**src/rtl/rename_pkg.sv**
```systemverilog
`timescale 1ns/1ps
package rename_pkg;
    localparam int DEF_ARCH_REGS = 8;
    localparam int DEF_PHYS_REGS = 16;
endpackage

```
**src/rtl/rn_map_table.sv**
```systemverilog
`timescale 1ns/1ps
module rn_map_table #(
    parameter int NUM_ARCH = rename_pkg::DEF_ARCH_REGS,
    parameter int NUM_PHYS = rename_pkg::DEF_PHYS_REGS
) (
    input  logic                        clk,
    input  logic                        rst_n,
    input  logic [$clog2(NUM_ARCH)-1:0] rd_a_i,
    output logic [$clog2(NUM_PHYS)-1:0] rd_a_o,
    input  logic [$clog2(NUM_ARCH)-1:0] rd_b_i,
    output logic [$clog2(NUM_PHYS)-1:0] rd_b_o,
    input  logic [$clog2(NUM_ARCH)-1:0] rd_c_i,
    output logic [$clog2(NUM_PHYS)-1:0] rd_c_o,
    input  logic                        wr_en_i,
    input  logic [$clog2(NUM_ARCH)-1:0] wr_arch_i,
    input  logic [$clog2(NUM_PHYS)-1:0] wr_phys_i
);
    localparam int PW = $clog2(NUM_PHYS);

    typedef logic [NUM_ARCH-1:0][PW-1:0] map_t;
    map_t map_d, map_q;

    // reads see the registered map only, so they precede this cycle's write
    assign rd_a_o = map_q[rd_a_i];
    assign rd_b_o = map_q[rd_b_i];
    assign rd_c_o = map_q[rd_c_i];

    always_comb begin
        map_d = map_q;
        if (wr_en_i) map_d[wr_arch_i] = wr_phys_i;
    end

    always_ff @(posedge clk) begin
        if (!rst_n) begin
            for (int k = 0; k < NUM_ARCH; k++) map_q[k] <= PW'(k);
        end else begin
            map_q <= map_d;
        end
    end

    // a write is visible in the entry on the following cycle
    a_r5_write_lands: assert property (@(posedge clk) disable iff (!rst_n)
        wr_en_i |=> map_q[$past(wr_arch_i)] == $past(wr_phys_i));
    // no write request leaves every entry alone
    a_r8_map_hold: assert property (@(posedge clk) disable iff (!rst_n)
        !wr_en_i |=> $stable(map_q));
endmodule

```
**src/rtl/rn_free_list.sv**
```systemverilog
`timescale 1ns/1ps
module rn_free_list #(
    parameter int NUM_ARCH = rename_pkg::DEF_ARCH_REGS,
    parameter int NUM_PHYS = rename_pkg::DEF_PHYS_REGS
) (
    input  logic                        clk,
    input  logic                        rst_n,
    input  logic                        alloc_i,
    output logic [$clog2(NUM_PHYS)-1:0] alloc_phys_o,
    output logic                        empty_o,
    input  logic                        rel_i,
    input  logic [$clog2(NUM_PHYS)-1:0] rel_phys_i
);
    localparam int PW    = $clog2(NUM_PHYS);
    localparam int DEPTH = NUM_PHYS - NUM_ARCH;
    localparam int IW    = $clog2(DEPTH);
    localparam int CW    = $clog2(DEPTH + 1);

    typedef struct packed {
        logic [DEPTH-1:0][PW-1:0] slot;
        logic [IW-1:0]            head;
        logic [IW-1:0]            tail;
        logic [CW-1:0]            count;
    } fl_t;

    fl_t st_d, st_q;

    function automatic logic [IW-1:0] step(input logic [IW-1:0] p);
        return (p == IW'(DEPTH - 1)) ? '0 : p + IW'(1);
    endfunction

    assign alloc_phys_o = st_q.slot[st_q.head];
    assign empty_o      = (st_q.count == '0);

    always_comb begin
        st_d = st_q;
        if (alloc_i) st_d.head = step(st_q.head);
        if (rel_i) begin
            st_d.slot[st_q.tail] = rel_phys_i;
            st_d.tail            = step(st_q.tail);
        end
        st_d.count = st_q.count + CW'(rel_i) - CW'(alloc_i);
    end

    always_ff @(posedge clk) begin
        if (!rst_n) begin
            for (int k = 0; k < DEPTH; k++) st_q.slot[k] <= PW'(NUM_ARCH + k);
            st_q.head  <= '0;
            st_q.tail  <= '0;
            st_q.count <= CW'(DEPTH);
        end else begin
            st_q <= st_d;
        end
    end

    // never grant from an empty pool
    a_r8_no_underflow: assert property (@(posedge clk) disable iff (!rst_n)
        alloc_i |-> st_q.count != '0);
    // a release never lands in a full pool
    a_r9_no_overflow: assert property (@(posedge clk) disable iff (!rst_n)
        rel_i |-> st_q.count != CW'(DEPTH));
    // grant plus release in one cycle keeps the occupancy
    a_r10_count_balance: assert property (@(posedge clk) disable iff (!rst_n)
        (alloc_i && rel_i) |=> $stable(st_q.count));
    // a lone grant shrinks the pool by one
    a_r2_count_drop: assert property (@(posedge clk) disable iff (!rst_n)
        (alloc_i && !rel_i) |=> st_q.count == $past(st_q.count) - CW'(1));
endmodule

```
**src/rtl/reg_rename.sv**
```systemverilog
`timescale 1ns/1ps
module reg_rename #(
    parameter int NUM_ARCH = rename_pkg::DEF_ARCH_REGS,
    parameter int NUM_PHYS = rename_pkg::DEF_PHYS_REGS
) (
    input  logic                        clk,
    input  logic                        rst_n,
    input  logic                        in_valid,
    output logic                        in_ready,
    input  logic                        in_src1_valid,
    input  logic [$clog2(NUM_ARCH)-1:0] in_src1_arch,
    input  logic                        in_src2_valid,
    input  logic [$clog2(NUM_ARCH)-1:0] in_src2_arch,
    input  logic                        in_dst_valid,
    input  logic [$clog2(NUM_ARCH)-1:0] in_dst_arch,
    output logic                        out_valid,
    output logic                        out_src1_valid,
    output logic [$clog2(NUM_PHYS)-1:0] out_src1_phys,
    output logic                        out_src2_valid,
    output logic [$clog2(NUM_PHYS)-1:0] out_src2_phys,
    output logic                        out_dst_valid,
    output logic [$clog2(NUM_PHYS)-1:0] out_dst_phys,
    output logic [$clog2(NUM_PHYS)-1:0] out_prev_phys,
    input  logic                        free_valid,
    input  logic [$clog2(NUM_PHYS)-1:0] free_phys
);
    localparam int PW = $clog2(NUM_PHYS);

    typedef struct packed {
        logic          valid;
        logic          s1v;
        logic [PW-1:0] s1p;
        logic          s2v;
        logic [PW-1:0] s2p;
        logic          dv;
        logic [PW-1:0] dp;
        logic [PW-1:0] pp;
    } res_t;

    res_t res_d, res_q;

    logic [PW-1:0] map_s1, map_s2, map_dst, grant_phys;
    logic          pool_empty, accept, alloc;

    assign in_ready = !(in_dst_valid && pool_empty);
    assign accept   = in_valid && in_ready;
    assign alloc    = accept && in_dst_valid;

    rn_map_table #(.NUM_ARCH(NUM_ARCH), .NUM_PHYS(NUM_PHYS)) u_map (
        .clk       (clk),
        .rst_n     (rst_n),
        .rd_a_i    (in_src1_arch),
        .rd_a_o    (map_s1),
        .rd_b_i    (in_src2_arch),
        .rd_b_o    (map_s2),
        .rd_c_i    (in_dst_arch),
        .rd_c_o    (map_dst),
        .wr_en_i   (alloc),
        .wr_arch_i (in_dst_arch),
        .wr_phys_i (grant_phys)
    );

    rn_free_list #(.NUM_ARCH(NUM_ARCH), .NUM_PHYS(NUM_PHYS)) u_pool (
        .clk          (clk),
        .rst_n        (rst_n),
        .alloc_i      (alloc),
        .alloc_phys_o (grant_phys),
        .empty_o      (pool_empty),
        .rel_i        (free_valid),
        .rel_phys_i   (free_phys)
    );

    always_comb begin
        res_d       = '0;
        res_d.valid = accept;
        res_d.s1v   = in_src1_valid;
        res_d.s2v   = in_src2_valid;
        res_d.dv    = in_dst_valid;
        if (in_src1_valid) res_d.s1p = map_s1;
        if (in_src2_valid) res_d.s2p = map_s2;
        if (in_dst_valid) begin
            res_d.dp = grant_phys;
            res_d.pp = map_dst;
        end
    end

    always_ff @(posedge clk) begin
        if (!rst_n) res_q <= '0;
        else        res_q <= res_d;
    end

    assign out_valid      = res_q.valid;
    assign out_src1_valid = res_q.s1v;
    assign out_src1_phys  = res_q.s1p;
    assign out_src2_valid = res_q.s2v;
    assign out_src2_phys  = res_q.s2p;
    assign out_dst_valid  = res_q.dv;
    assign out_dst_phys   = res_q.dp;
    assign out_prev_phys  = res_q.pp;

    // every accepted instruction yields a result next cycle
    a_r11_accept_pulse: assert property (@(posedge clk) disable iff (!rst_n)
        (in_valid && in_ready) |=> out_valid);
    // a stalled instruction produces nothing
    a_r8_stall_silent: assert property (@(posedge clk) disable iff (!rst_n)
        (in_valid && !in_ready) |=> !out_valid);
    // the fresh destination never equals the displaced one
    a_r4_fresh_dest: assert property (@(posedge clk) disable iff (!rst_n)
        (out_valid && out_dst_valid) |-> out_dst_phys != out_prev_phys);
endmodule

```
**config.mk**
```make
export PLATFORM = sky130hd
export DESIGN_NAME = reg_rename
export DESIGN_NICKNAME = d
export VERILOG_FILES = /design/src/rtl/rename_pkg.sv /design/src/rtl/rn_map_table.sv /design/src/rtl/rn_free_list.sv /design/src/rtl/reg_rename.sv
export SDC_FILE = /design/constraint.sdc
export NUM_CORES = 1
export LEC_CHECK = 0
export BUFFER_PORTS_ARGS = -buffer_cell sky130_fd_sc_hd__buf_2
export CORE_ASPECT_RATIO = 1.5
export CORE_UTILIZATION = 35
export DETAILED_ROUTE_END_ITERATION = 10
export GPL_ROUTABILITY_DRIVEN = 0
export SYNTH_ARGS = -nofsm -noshare
export SYNTH_HDL_FRONTEND = slang
export SYNTH_SLANG_ARGS = --single-unit
```
**constraint.sdc**
```tcl
create_clock -name clk -period 3 [get_ports clk]
set_clock_uncertainty 0.2 [all_clocks]
set_input_delay 0.15 -clock clk [delete_from_list [all_inputs] [get_ports clk]]
set_output_delay 0.15 -clock clk [all_outputs]
set_load 0.05 [all_outputs]
```
==> run_results.csv, run 1 <==
group,metric,value,unit
clock_network,clock-sinks,94,
worst_setup_path,crit_chain,"inv_1, ha_1, nor3b_2, nor2_1, ha_1, inv_1, ha_1, a21o_1, a21oi_1, xnor2_1, nand2_1",
min_path,min_path_type,"in -> reg",
worst_setup_path,worstPathRequired,3.02,ns
power,power_leakage,2.09,nW
detailed_routing,drc_errors,0,
synthesis,netlist.area_leader.share,0.416,
worst_setup_path,cp_slowest_cell,"dfxtp_1",
synthesis,yosysUniqueCellTypes,45,
global_routing,grt_pass1_vias,3272,
global_routing,grt_overflow_total,0,
global_routing,antenna_found_initial,0,
floorplanning,die_h,141,um
worst_setup_path,critPathMaxFanout,4,
timing,max_freq,0.426,GHz
global_routing,grt_max_degree,50,
floorplanning,start_util,0.360,
layout,layout_common_cells,"dfxtp_1 (94), nand2_1 (62), mux2i_1 (61)",
clock_network,cts_resized,0,
detailed_routing,wire_per_inst,16.8,um
synthesis,yosysWarnings,0,
synthesis,synth_area_leaders,"dfxtp_1 (42%), mux2i_1 (13%), mux4_2 (12%)",
worst_setup_path,regToRegEndpoint,"u_pool.st_q[3]$_SDFF_PN1_",
placed_design,io_buffer_count,40,
timing,max_slew_margin,0.571,
timing,finalSetupTns,0,ns
clock_network,h-tree-depth,3,
worst_setup_path,worstReg2RegStart,"u_pool.st_q[2]$_SDFF_PN0_",
synthesis,synth-seq-cells,94,
clock_network,tritoncts,"yes",
clock_network,cts-buffers-inserted,9,
worst_setup_path,cp-startpoint,"u_pool.st_q[2]$_SDFF_PN0_",
detailed_routing,viasPerCell,5.32,
layout,nets,491,
timing,finalHoldViolations,0,
synthesis,synthCells,427,
layout,n_fill_cell,1218,
clock_network,post_cts.repair.setup_buffers,0,
clock_network,path_clk_slew,0.06,ns
worst_setup_path,start_kind,"flip-flop",
floorplanning,die_area,0.0134,mm2
floorplanning,pin_count,41,
layout,final_common_cell,"dfxtp_1",
synthesis,synthFlopType,"dfxtp_1",
synthesis,synthArstFlopShare,0,
timing,setup_viol,0,
synthesis,synth_top_area_cell,"dfxtp_1",
layout,fin_area,0.00521,mm2
synthesis,synth_nets,457,
worst_setup_path,endpoint,"u_pool.st_q[3]$_SDFF_PN1_",
worst_setup_path,worstSetupPathType,"reg -> reg",
global_routing,grt_use_total,0.168,
placed_design,dpl_cell_area,0.00482,mm2
floorplanning,fp-row-count,50,
layout,synthToLayoutAreaGrowth,15.1,%
timing,post-route-period-util,0.782,
floorplanning,die_w,94.9,um
worst_setup_path,max_stage_delay,0.31,ns
timing,fin_crit,2.35,ns
synthesis,synth_edf_count,0,
worst_setup_path,r2r_slack,0.65,ns
worst_setup_path,critPathCaptureType,"flip-flop",
detailed_routing,first_pass_iters,4,
detailed_routing,num_vias,3308,
worst_setup_path,worst_r2r_path_depth,11,
synthesis,netlist_area,0.00453,mm2
clock_network,clkLatencyLatePin,0.35,ns
timing,final_max_slew_viol_count,0,
job,maxCapViolations,0,
detailed_routing,wirelength,10.5,mm
synthesis,avgSynthCellArea,10.6,um2
detailed_routing,ant_nets,0,
detailed_routing,dr.first_iter.drc_count,139,
layout,diodes,0,
timing,tightest_slew,0.639,ns
layout,drive_above_1_share,0.230,
clock_network,cts-root-buf,"clkbuf_16",
global_routing,grt_pass1_wl,17.0,mm
outcome,status,"finished clean",
worst_setup_path,critPathArrivalTime,2.37,ns
power,ir_drop,0.000316,V
synthesis,ys_seq_area_frac,0.416,
timing,rsz0062_at_grt,"false",
clock_network,clockBufferDepth,2,
power,powerDensity,571,mW/mm2
worst_setup_path,worst_path_most_repeated_cell,"ha_1",
placed_design,dpl.hpwl,7.81,mm
floorplanning,fp.coreArea,0.0126,mm2
==> metrics by stage <==
stage               hold WS (ns)  power, mW  setup slack, ns  std cells  utilization
global placement           0.233       1.84            0.723        596        0.383
floorplan                 0.0959       1.75            0.285        427            -
finish                    0.0177       2.98            0.654        622        0.415
global route              0.0545       3.11            0.412        622        0.415
detailed placement         0.243       1.87            0.647        596        0.383
CTS                       0.0200       3.00            0.643        622        0.415
==> worst max-delay path, delay by kind of cell (launching register included) <==
family / cells / cell delay (ns)
xor gates and xnor gates: 1 / 0.15
adders and majority gates: 3 / 0.64
buffers and inverters: 2 / 0.13
DFF: 1 / 0.31
and+or+nand+nor: 3 / 0.46
AOI/OAI and AO/OA: 2 / 0.35
==> power by group <==
part | switching [mW] | internal, mW
Combinational | 0.296 | 0.211
Sequential | 0.0403 | 1.30
Clock | 0.528 | 0.598
==> synthesized netlist by cell type (3+ instances only) <==
| master | number |
|---|---|
| nor3b_2 | 3 |
| inv_1 | 10 |
| nand3_1 | 5 |
| nor2_1 | 18 |
| buf_2 | 9 |
| ha_1 | 9 |
| a21boi_0 | 3 |
| clkbuf_1 | 21 |
| mux2_4 | 3 |
| and2_1 | 5 |
| o21ai_0 | 17 |
| dfxtp_1 | 94 |
| nor3_2 | 7 |
| nand2_1 | 62 |
| nand2b_1 | 4 |
| nor2b_1 | 17 |
| nand4b_1 | 3 |
| mux2_2 | 4 |
| a21oi_1 | 12 |
| mux4_2 | 24 |
| mux2i_1 | 61 |
| o22ai_1 | 9 |
==> cell families after synthesis <==
kind of cell	after synthesis	share of synthesized area
flip-flops	94	0.416
AO/OA/AOI/OAI	55	0.0760
buffers and inverters	42	0.0390
adder cells (fa/ha/maj)	10	0.0293
multiplexers	93	0.279
AND/OR/NAND/NOR	131	0.157
XOR/XNOR	2	0.00387
==> flip-flops by register name, summed over array words and instances (netlist names) <==
name and flops:
out_dst_phys 4, out_dst_valid 1, out_prev_phys 4, out_src1_phys 4
out_src1_valid 1, out_src2_phys 4, out_src2_valid 1, out_valid 1
u_map.map_q 32, u_pool.st_q 42
==> routing by layer <==
layer	track usage	vias up	wire (um)
li1	-	1591	-
met4	0.0710	0	348
met5	0	-	0
met1	0.184	1604	4030
met3	0.0423	24	431
met2	0.300	89	5660
==> how the worst min path moves through the flow <==
stage / startpoint / endpoint / slack [ns] / cells past startpoint
detailed placement: in_src1_valid / out_src1_valid$_SDFF_PN0_ / 0.24 / 3
finish: free_valid / u_pool.st_q[6]$_SDFFE_PN0P_ / 0.02 / 3
CTS: free_valid / u_pool.st_q[6]$_SDFFE_PN0P_ / 0.02 / 3
global placement: in_src1_valid / out_src1_valid$_SDFF_PN0_ / 0.23 / 3
floorplan: in_valid / out_valid$_SDFF_PN0_ / 0.1 / 1
global route: free_valid / u_pool.st_q[5]$_SDFFE_PN0P_ / 0.05 / 3
==> repair_timing <==
item	in CTS	in global routing
setup endpoints to repair	0	0
hold buffers	10	0
endpoints found under the hold margin	42	0
==> final cells by class <==
class	count	area, um2	area share
clock inverter	6	52.6	0.0101
clock buffer	10	239	0.0458
tap	156	195	0.0374
sequential	94	1880	0.361
timing repair buffer	55	338	0.0648
multi-input combinational	291	2470	0.474
inverter	10	37.5	0.00720
Power figures use the tool's default switching activity.
==> run 2: changes to the inputs <==
==> constraint.sdc (replaced) <==
create_clock -name clk -period 2.35 [get_ports clk]
set_clock_uncertainty 0.2 [all_clocks]
set_input_delay 0.1175 -clock clk [delete_from_list [all_inputs] [get_ports clk]]
set_output_delay 0.1175 -clock clk [all_outputs]
set_load 0.05 [all_outputs]
==> run 2 against run 1 <==
  * Non-clock buffer count up 12
  * Register-to-register slack worse by 0.54 ns
  * Routed wire length up 1.2%
  * Critical path type unchanged
  * Critical endpoint is now u_pool.st_q[2]$_SDFF_PN0_
==> run_results.csv, run 2 (synthesis results as in run 1) <==
group,metric,value,unit
worst_setup_path,worstPathRequired,2.39,ns
floorplanning,fp-row-count,50,
layout,fin_area,0.00536,mm2
detailed_routing,wirelength,10.6,mm
layout,layout_common_cells,"dfxtp_1 (94), nand2_1 (62), mux2i_1 (61)",
clock_network,clkLatencyLatePin,0.35,ns
timing,max_slew_margin,0.622,
worst_setup_path,worstSetupPathType,"reg -> reg",
layout,drive_above_1_share,0.249,
layout,largest_reg_flops,42,
worst_setup_path,critPathCaptureType,"flip-flop",
worst_setup_path,worstReg2RegStart,"u_pool.st_q[2]$_SDFF_PN0_",
placed_design,dpl_cell_area,0.00492,mm2
global_routing,grt_overflow_total,0,
floorplanning,die_area,0.0134,mm2
job,maxCapViolations,0,
worst_setup_path,crit_family,"adder cells",
layout,diodes,0,
min_path,hp-start,"free_valid",
outcome,status,"finished clean",
worst_setup_path,max_stage_delay,0.33,ns
power,ir_drop,0.000409,V
layout,nets,503,
clock_network,cts-buffers-inserted,9,
power,total_power,3.96,mW
placed_design,io_buffer_count,40,
timing,finalHoldViolations,0,
clock_network,path_clk_slew,0.06,ns
clock_network,post_cts.repair.setup_buffers,0,
floorplanning,pin_count,41,
detailed_routing,first_pass_iters,5,
floorplanning,die_h,141,um
detailed_routing,dr.first_iter.drc_count,149,
timing,rsz0062_at_grt,"false",
placed_design,dpl.hpwl,7.95,mm
worst_setup_path,crit_chain,"inv_2, ha_1, nor3b_4, nor2_4, ha_1, inv_1, ha_2, fa_2, xor2_1, and2_1",
min_path,min_path_type,"in -> reg",
global_routing,grt_use_total,0.170,
detailed_routing,num_vias,3330,
timing,setup_viol,0,
floorplanning,fp.coreArea,0.0126,mm2
detailed_routing,viasPerCell,5.26,
floorplanning,die_w,94.9,um
layout,top_register,"u_pool.st_q",
clock_network,clockBufferDepth,2,
power,powerDensity,739,mW/mm2
clock_network,tritoncts,"yes",
global_routing,grt_max_degree,26,
worst_setup_path,start_kind,"flip-flop",
layout,final_common_cell,"dfxtp_1",
min_path,whs_path_depth,3,
detailed_routing,ant_nets,0,
power,power_leakage,2.16,nW
detailed_routing,drc_errors,0,
timing,max_freq,0.448,GHz
floorplanning,start_util,0.360,
worst_setup_path,worst_path_most_repeated_cell,"ha_1",
timing,final_max_slew_viol_count,0,
timing,fin_crit,2.23,ns
worst_setup_path,crit_buf_inv,2,
worst_setup_path,r2r_slack,0.12,ns
layout,postLayoutCoreUtil,0.426,
timing,post-route-period-util,0.950,
min_path,min_to,"u_pool.st_q[5]$_SDFFE_PN0P_",
timing,tightest_slew,0.565,ns
global_routing,antenna_found_initial,0,
clock_network,clock-sinks,94,
worst_setup_path,regToRegEndpoint,"u_pool.st_q[2]$_SDFF_PN0_",
global_routing,grt_pass1_vias,3326,
layout,top_regs,"u_pool.st_q x42, u_map.map_q x32",
worst_setup_path,worst_r2r_path_depth,10,
clock_network,cts-root-buf,"clkbuf_16",
layout,instances_no_fill,633,
clock_network,h-tree-depth,3,
worst_setup_path,critPathMaxFanout,4,
layout,synthToLayoutAreaGrowth,18.3,%
placed_design,dp_cells,606,
global_routing,grt_pass1_wl,17.2,mm
detailed_routing,wire_per_inst,16.7,um
worst_setup_path,critPathArrivalTime,2.27,ns
worst_setup_path,cp_slowest_cell,"fa_2",
timing,timing.hold.ws,0.00872,ns
-- run 2: cell count changes in the layout (fill, tap and decap cells not counted), sizes merged --
cell	delta
clkbuf	+2
dlygate4sd3	+2
clkinvlp	-2
bufinv	+2
inv	-3
buf	+10
-- run 2: where the power goes --
group	internal [mW]	total, mW	switching (mW)
Clock	0.959	1.57	0.608
Sequential	1.66	1.71	0.0470
Combinational	0.296	0.684	0.388
Total	2.92	3.96	1.04
-- run 2: layer usage --
layer	global-route usage	wire length, um	up-vias
met3	0.0284	443	15
met4	0.0654	269	0
li1	-	-	1607
met5	0	0	-
met2	0.310	5700	88
met1	0.192	4190	1620
-- run 2: repair_timing --
action	CTS	global route
hold buffers	12	0
endpoints found under the hold margin	44	0
gates resized for setup	0	2
setup endpoints to repair	0	3
-- run 2: worst max path at each step --
stage | startpoint | end | slack, ns | depth (start not counted)
2_1_floorplan | u_pool.st_q[2]$_SDFF_PN0_ | u_pool.st_q[2]$_SDFF_PN0_ | -0.10 | 11
3_3_place_gp | u_pool.st_q[2]$_SDFF_PN0_ | u_pool.st_q[2]$_SDFF_PN0_ | 0.15 | 10
3_5_place_dp | u_pool.st_q[2]$_SDFF_PN0_ | u_pool.st_q[2]$_SDFF_PN0_ | 0.09 | 10
4_1_cts | u_pool.st_q[2]$_SDFF_PN0_ | u_pool.st_q[2]$_SDFF_PN0_ | 0.08 | 10
5_1_grt | u_pool.st_q[2]$_SDFF_PN0_ | u_pool.st_q[2]$_SDFF_PN0_ | 0.02 | 10
6_report | u_pool.st_q[2]$_SDFF_PN0_ | u_pool.st_q[2]$_SDFF_PN0_ | 0.12 | 10
-- run 2: through the flow --
| stage | setup slack [ns] | TNS (ns) |
|---|---|---|
| global route | 0.0151 | 0 |
| floorplan | -0.104 | -0.224 |
| detailed placement | 0.0872 | 0 |
| CTS | 0.0751 | 0 |
| finish | 0.119 | 0 |
| global placement | 0.149 | 0 |
-- run 2: final cells by class --
type                    instances  area (um2)
fillers                      1228        7220
multi-input cells             291        2490
flip-flops and latches         94        1880
repair buffers                 67         433
clock buffers                  12         246
well taps                     156         195
clock inverters                 3        68.8
inverters                      10        37.5
-- run 2: worst reg2reg max path: cells and delay by family, from the launching register on --
kind / cells / cell delay, ns
buf+inv: 2 / 0.09
flops: 1 / 0.31
simple gates: 3 / 0.45
xor+xnor: 1 / 0.16
fa+ha+maj: 4 / 0.92
==> run 3: changes to the inputs <==
--- a/config.mk
+++ b/config.mk
@@ -10,6 +10,7 @@
 export CORE_UTILIZATION = 35
 export DETAILED_ROUTE_END_ITERATION = 10
 export GPL_ROUTABILITY_DRIVEN = 0
+export PLACE_DENSITY = 0.63
 export SYNTH_ARGS = -nofsm -noshare
 export SYNTH_HDL_FRONTEND = slang
 export SYNTH_SLANG_ARGS = --single-unit
==> run 3 against run 2 <==
  * Core utilization is 0.080 points higher
  * Clock-buffer cell count down 2
  * Final cell count is 0.47% lower
  * Global-route usage down 0.15 points
  * Sequential power is essentially flat
  * Sequential share of layout area is 0.066 points lower
  * Die area did not move
  * Combinational power about the same
==> run_results.csv, run 3 (synthesis results as in run 1) <==
group,metric,value,unit
layout,postLayoutCoreUtil,0.427,
power,ir_drop,0.000375,V
detailed_routing,num_vias,3280,
floorplanning,start_util,0.360,
timing,setup_viol,0,
worst_setup_path,start_kind,"flip-flop",
global_routing,grt_use_total,0.168,
worst_setup_path,worstSetupPathType,"reg -> reg",
placed_design,dp_cells,601,
timing,fin_crit,2.28,ns
placed_design,dpl.hpwl,7.66,mm
timing,finalHoldViolations,0,
timing,final_max_slew_viol_count,0,
floorplanning,fp.coreArea,0.0126,mm2
power,p_int,2.92,mW
min_path,min_path_type,"in -> reg",
clock_network,path_clk_slew,0.06,ns
power,powerDensity,743,mW/mm2
detailed_routing,drc_errors,0,
worst_setup_path,critPathArrivalTime,2.31,ns
floorplanning,pin_count,41,
worst_setup_path,critPathCaptureType,"flip-flop",
floorplanning,fp-row-count,50,
global_routing,grt_pass1_wl,17.0,mm
worst_setup_path,worstPathRequired,2.39,ns
power,pwr-share-comb,0.172,
clock_network,clkLatencyLatePin,0.35,ns
global_routing,grt_pass1_vias,3276,
clock_network,post_cts.repair.setup_buffers,0,
outcome,status,"finished clean",
placed_design,pre_cts_ws,0.0420,ns
global_routing,antenna_found_initial,0,
timing,max_slew_margin,0.618,
layout,synthToLayoutAreaGrowth,18.5,%
floorplanning,die_w,94.9,um
clock_network,clockBufferDepth,2,
worst_setup_path,cp_slowest_cell,"fa_2",
clock_network,tritoncts,"yes",
worst_setup_path,crit_buf_inv,2,
global_routing,grt_max_degree,61,
timing,rsz0062_at_grt,"false",
layout,nets,499,
layout,instances_no_fill,630,
global_routing,grt_overflow_total,0,
power,switching_share,0.267,
power,power_leakage,2.13,nW
power,seqPwrFrac,0.429,
floorplanning,die_h,141,um
detailed_routing,wirelength,10.4,mm
layout,layout_common_cells,"dfxtp_1 (94), nand2_1 (62), mux2i_1 (61)",
clock_network,h-tree-depth,3,
clock_network,cts-root-buf,"clkbuf_16",
worst_setup_path,path_depth,10,
clock_network,clock-sinks,94,
worst_setup_path,cp-startpoint,"u_pool.st_q[2]$_SDFF_PN0_",
worst_setup_path,worst_r2r_path_depth,10,
layout,diodes,0,
timing,tightest_slew,0.573,ns
detailed_routing,first_pass_iters,5,
worst_setup_path,crit_family,"adder cells",
detailed_routing,ant_nets,0,
detailed_routing,viasPerCell,5.21,
min_path,hp-start,"rst_n",
clock_network,cts-buffers-inserted,9,
power,netSwitchingPower,1.07,mW
worst_setup_path,crit_chain,"inv_2, ha_2, nor3b_4, nor2_4, ha_4, inv_2, ha_4, fa_2, xor2_1, and2_1",
layout,final_common_cell,"dfxtp_1",
layout,top_register,"u_pool.st_q",
job,maxCapViolations,0,
detailed_routing,dr.first_iter.drc_count,130,
min_path,whs_path_depth,3,
floorplanning,die_area,0.0134,mm2
placed_design,io_buffer_count,40,
worst_setup_path,critPathMaxFanout,4,
layout,drive_above_1_share,0.253,
worst_setup_path,max_stage_delay,0.35,ns
timing,post-route-period-util,0.968,
detailed_routing,wire_per_inst,16.6,um
power,clkPwrFrac,0.399,
layout,top_regs,"u_pool.st_q x42, u_map.map_q x32",
worst_setup_path,worstReg2RegStart,"u_pool.st_q[2]$_SDFF_PN0_",
timing,max_freq,0.440,GHz
timing,setup_ws,0.0747,ns
layout,largest_reg_flops,42,
## run 3: cell count changes in the layout (fill, tap and decap cells not counted), sizes merged
cell         previous run  this run
dlygate4sd3            12        13
clkinvlp                0         2
inv                    10        11
clkbuf                 12        10
buf                    55        50
## run 3: what timing repair did
item / in CTS / in global routing
gates resized for setup: 0 / 6
setup endpoints to repair: 0 / 3
hold endpoints to repair: 46 / 0
hold buffers: 13 / 0
## run 3: worst register-to-register path, stage by stage, from the launching register on
cell and delay (ns):
dfxtp_1 0.31, inv_2 0.06, ha_2 0.17, nor3b_4 0.24, nor2_4 0.07, ha_4 0.26, inv_2 0.04, ha_4 0.15
fa_2 0.35, xor2_1 0.16, and2_1 0.15
## run 3: power groups by stage
| stage | Sequential, mW | Combinational, mW | Clock, mW |
|---|---|---|---|
| after floorplan | 1.78 | 0.471 | 0 |
| after global placement | 1.74 | 0.629 | 0 |
| after detailed placement | 1.74 | 0.656 | 0 |
| after CTS | 1.71 | 0.674 | 1.64 |
| after global routing | 1.72 | 0.755 | 1.69 |
| final | 1.71 | 0.687 | 1.59 |
## run 3: final cells by class
class,count,area [um2]
clock buffer,10,239
fill,1214,7210
tap,156,195
sequential,94,1880
clock inverter,6,92.6
timing repair buffer,63,405
inverter,10,37.5
multi-input combinational,291,2510
## run 3: path summary, 6_finish.rpt
check | endpoint | slack, ns
worst max-delay path | u_pool.st_q[2]$_SDFF_PN0_ | 0.07
worst min-delay path | u_pool.st_q[32]$_SDFFE_PN1P_ | 0.01
worst max register to register | u_pool.st_q[2]$_SDFF_PN0_ | 0.07
worst min register to register | u_pool.st_q[29]$_SDFFE_PN1P_ | 0.27
## run 3: layer usage
metal,up-vias,global-route usage,wire [um]
li1,1602,-,-
met1,1585,0.183,4020
met3,17,0.0311,370
met5,-,0,0
met4,0,0.0805,267
met2,76,0.306,5780
## run 3: stage by stage
step	power, mW	instance area, um2	hold slack (ns)	TNS, ns
6_report	3.99	5370	0.00977	0
5_1_grt	4.17	5370	0.0228	0
4_1_cts	4.02	5340	0.00368	0
3_5_place_dp	2.40	4880	0.199	0
3_3_place_gp	2.37	4880	0.199	0
2_1_floorplan	2.26	4550	0.0634	-0.224
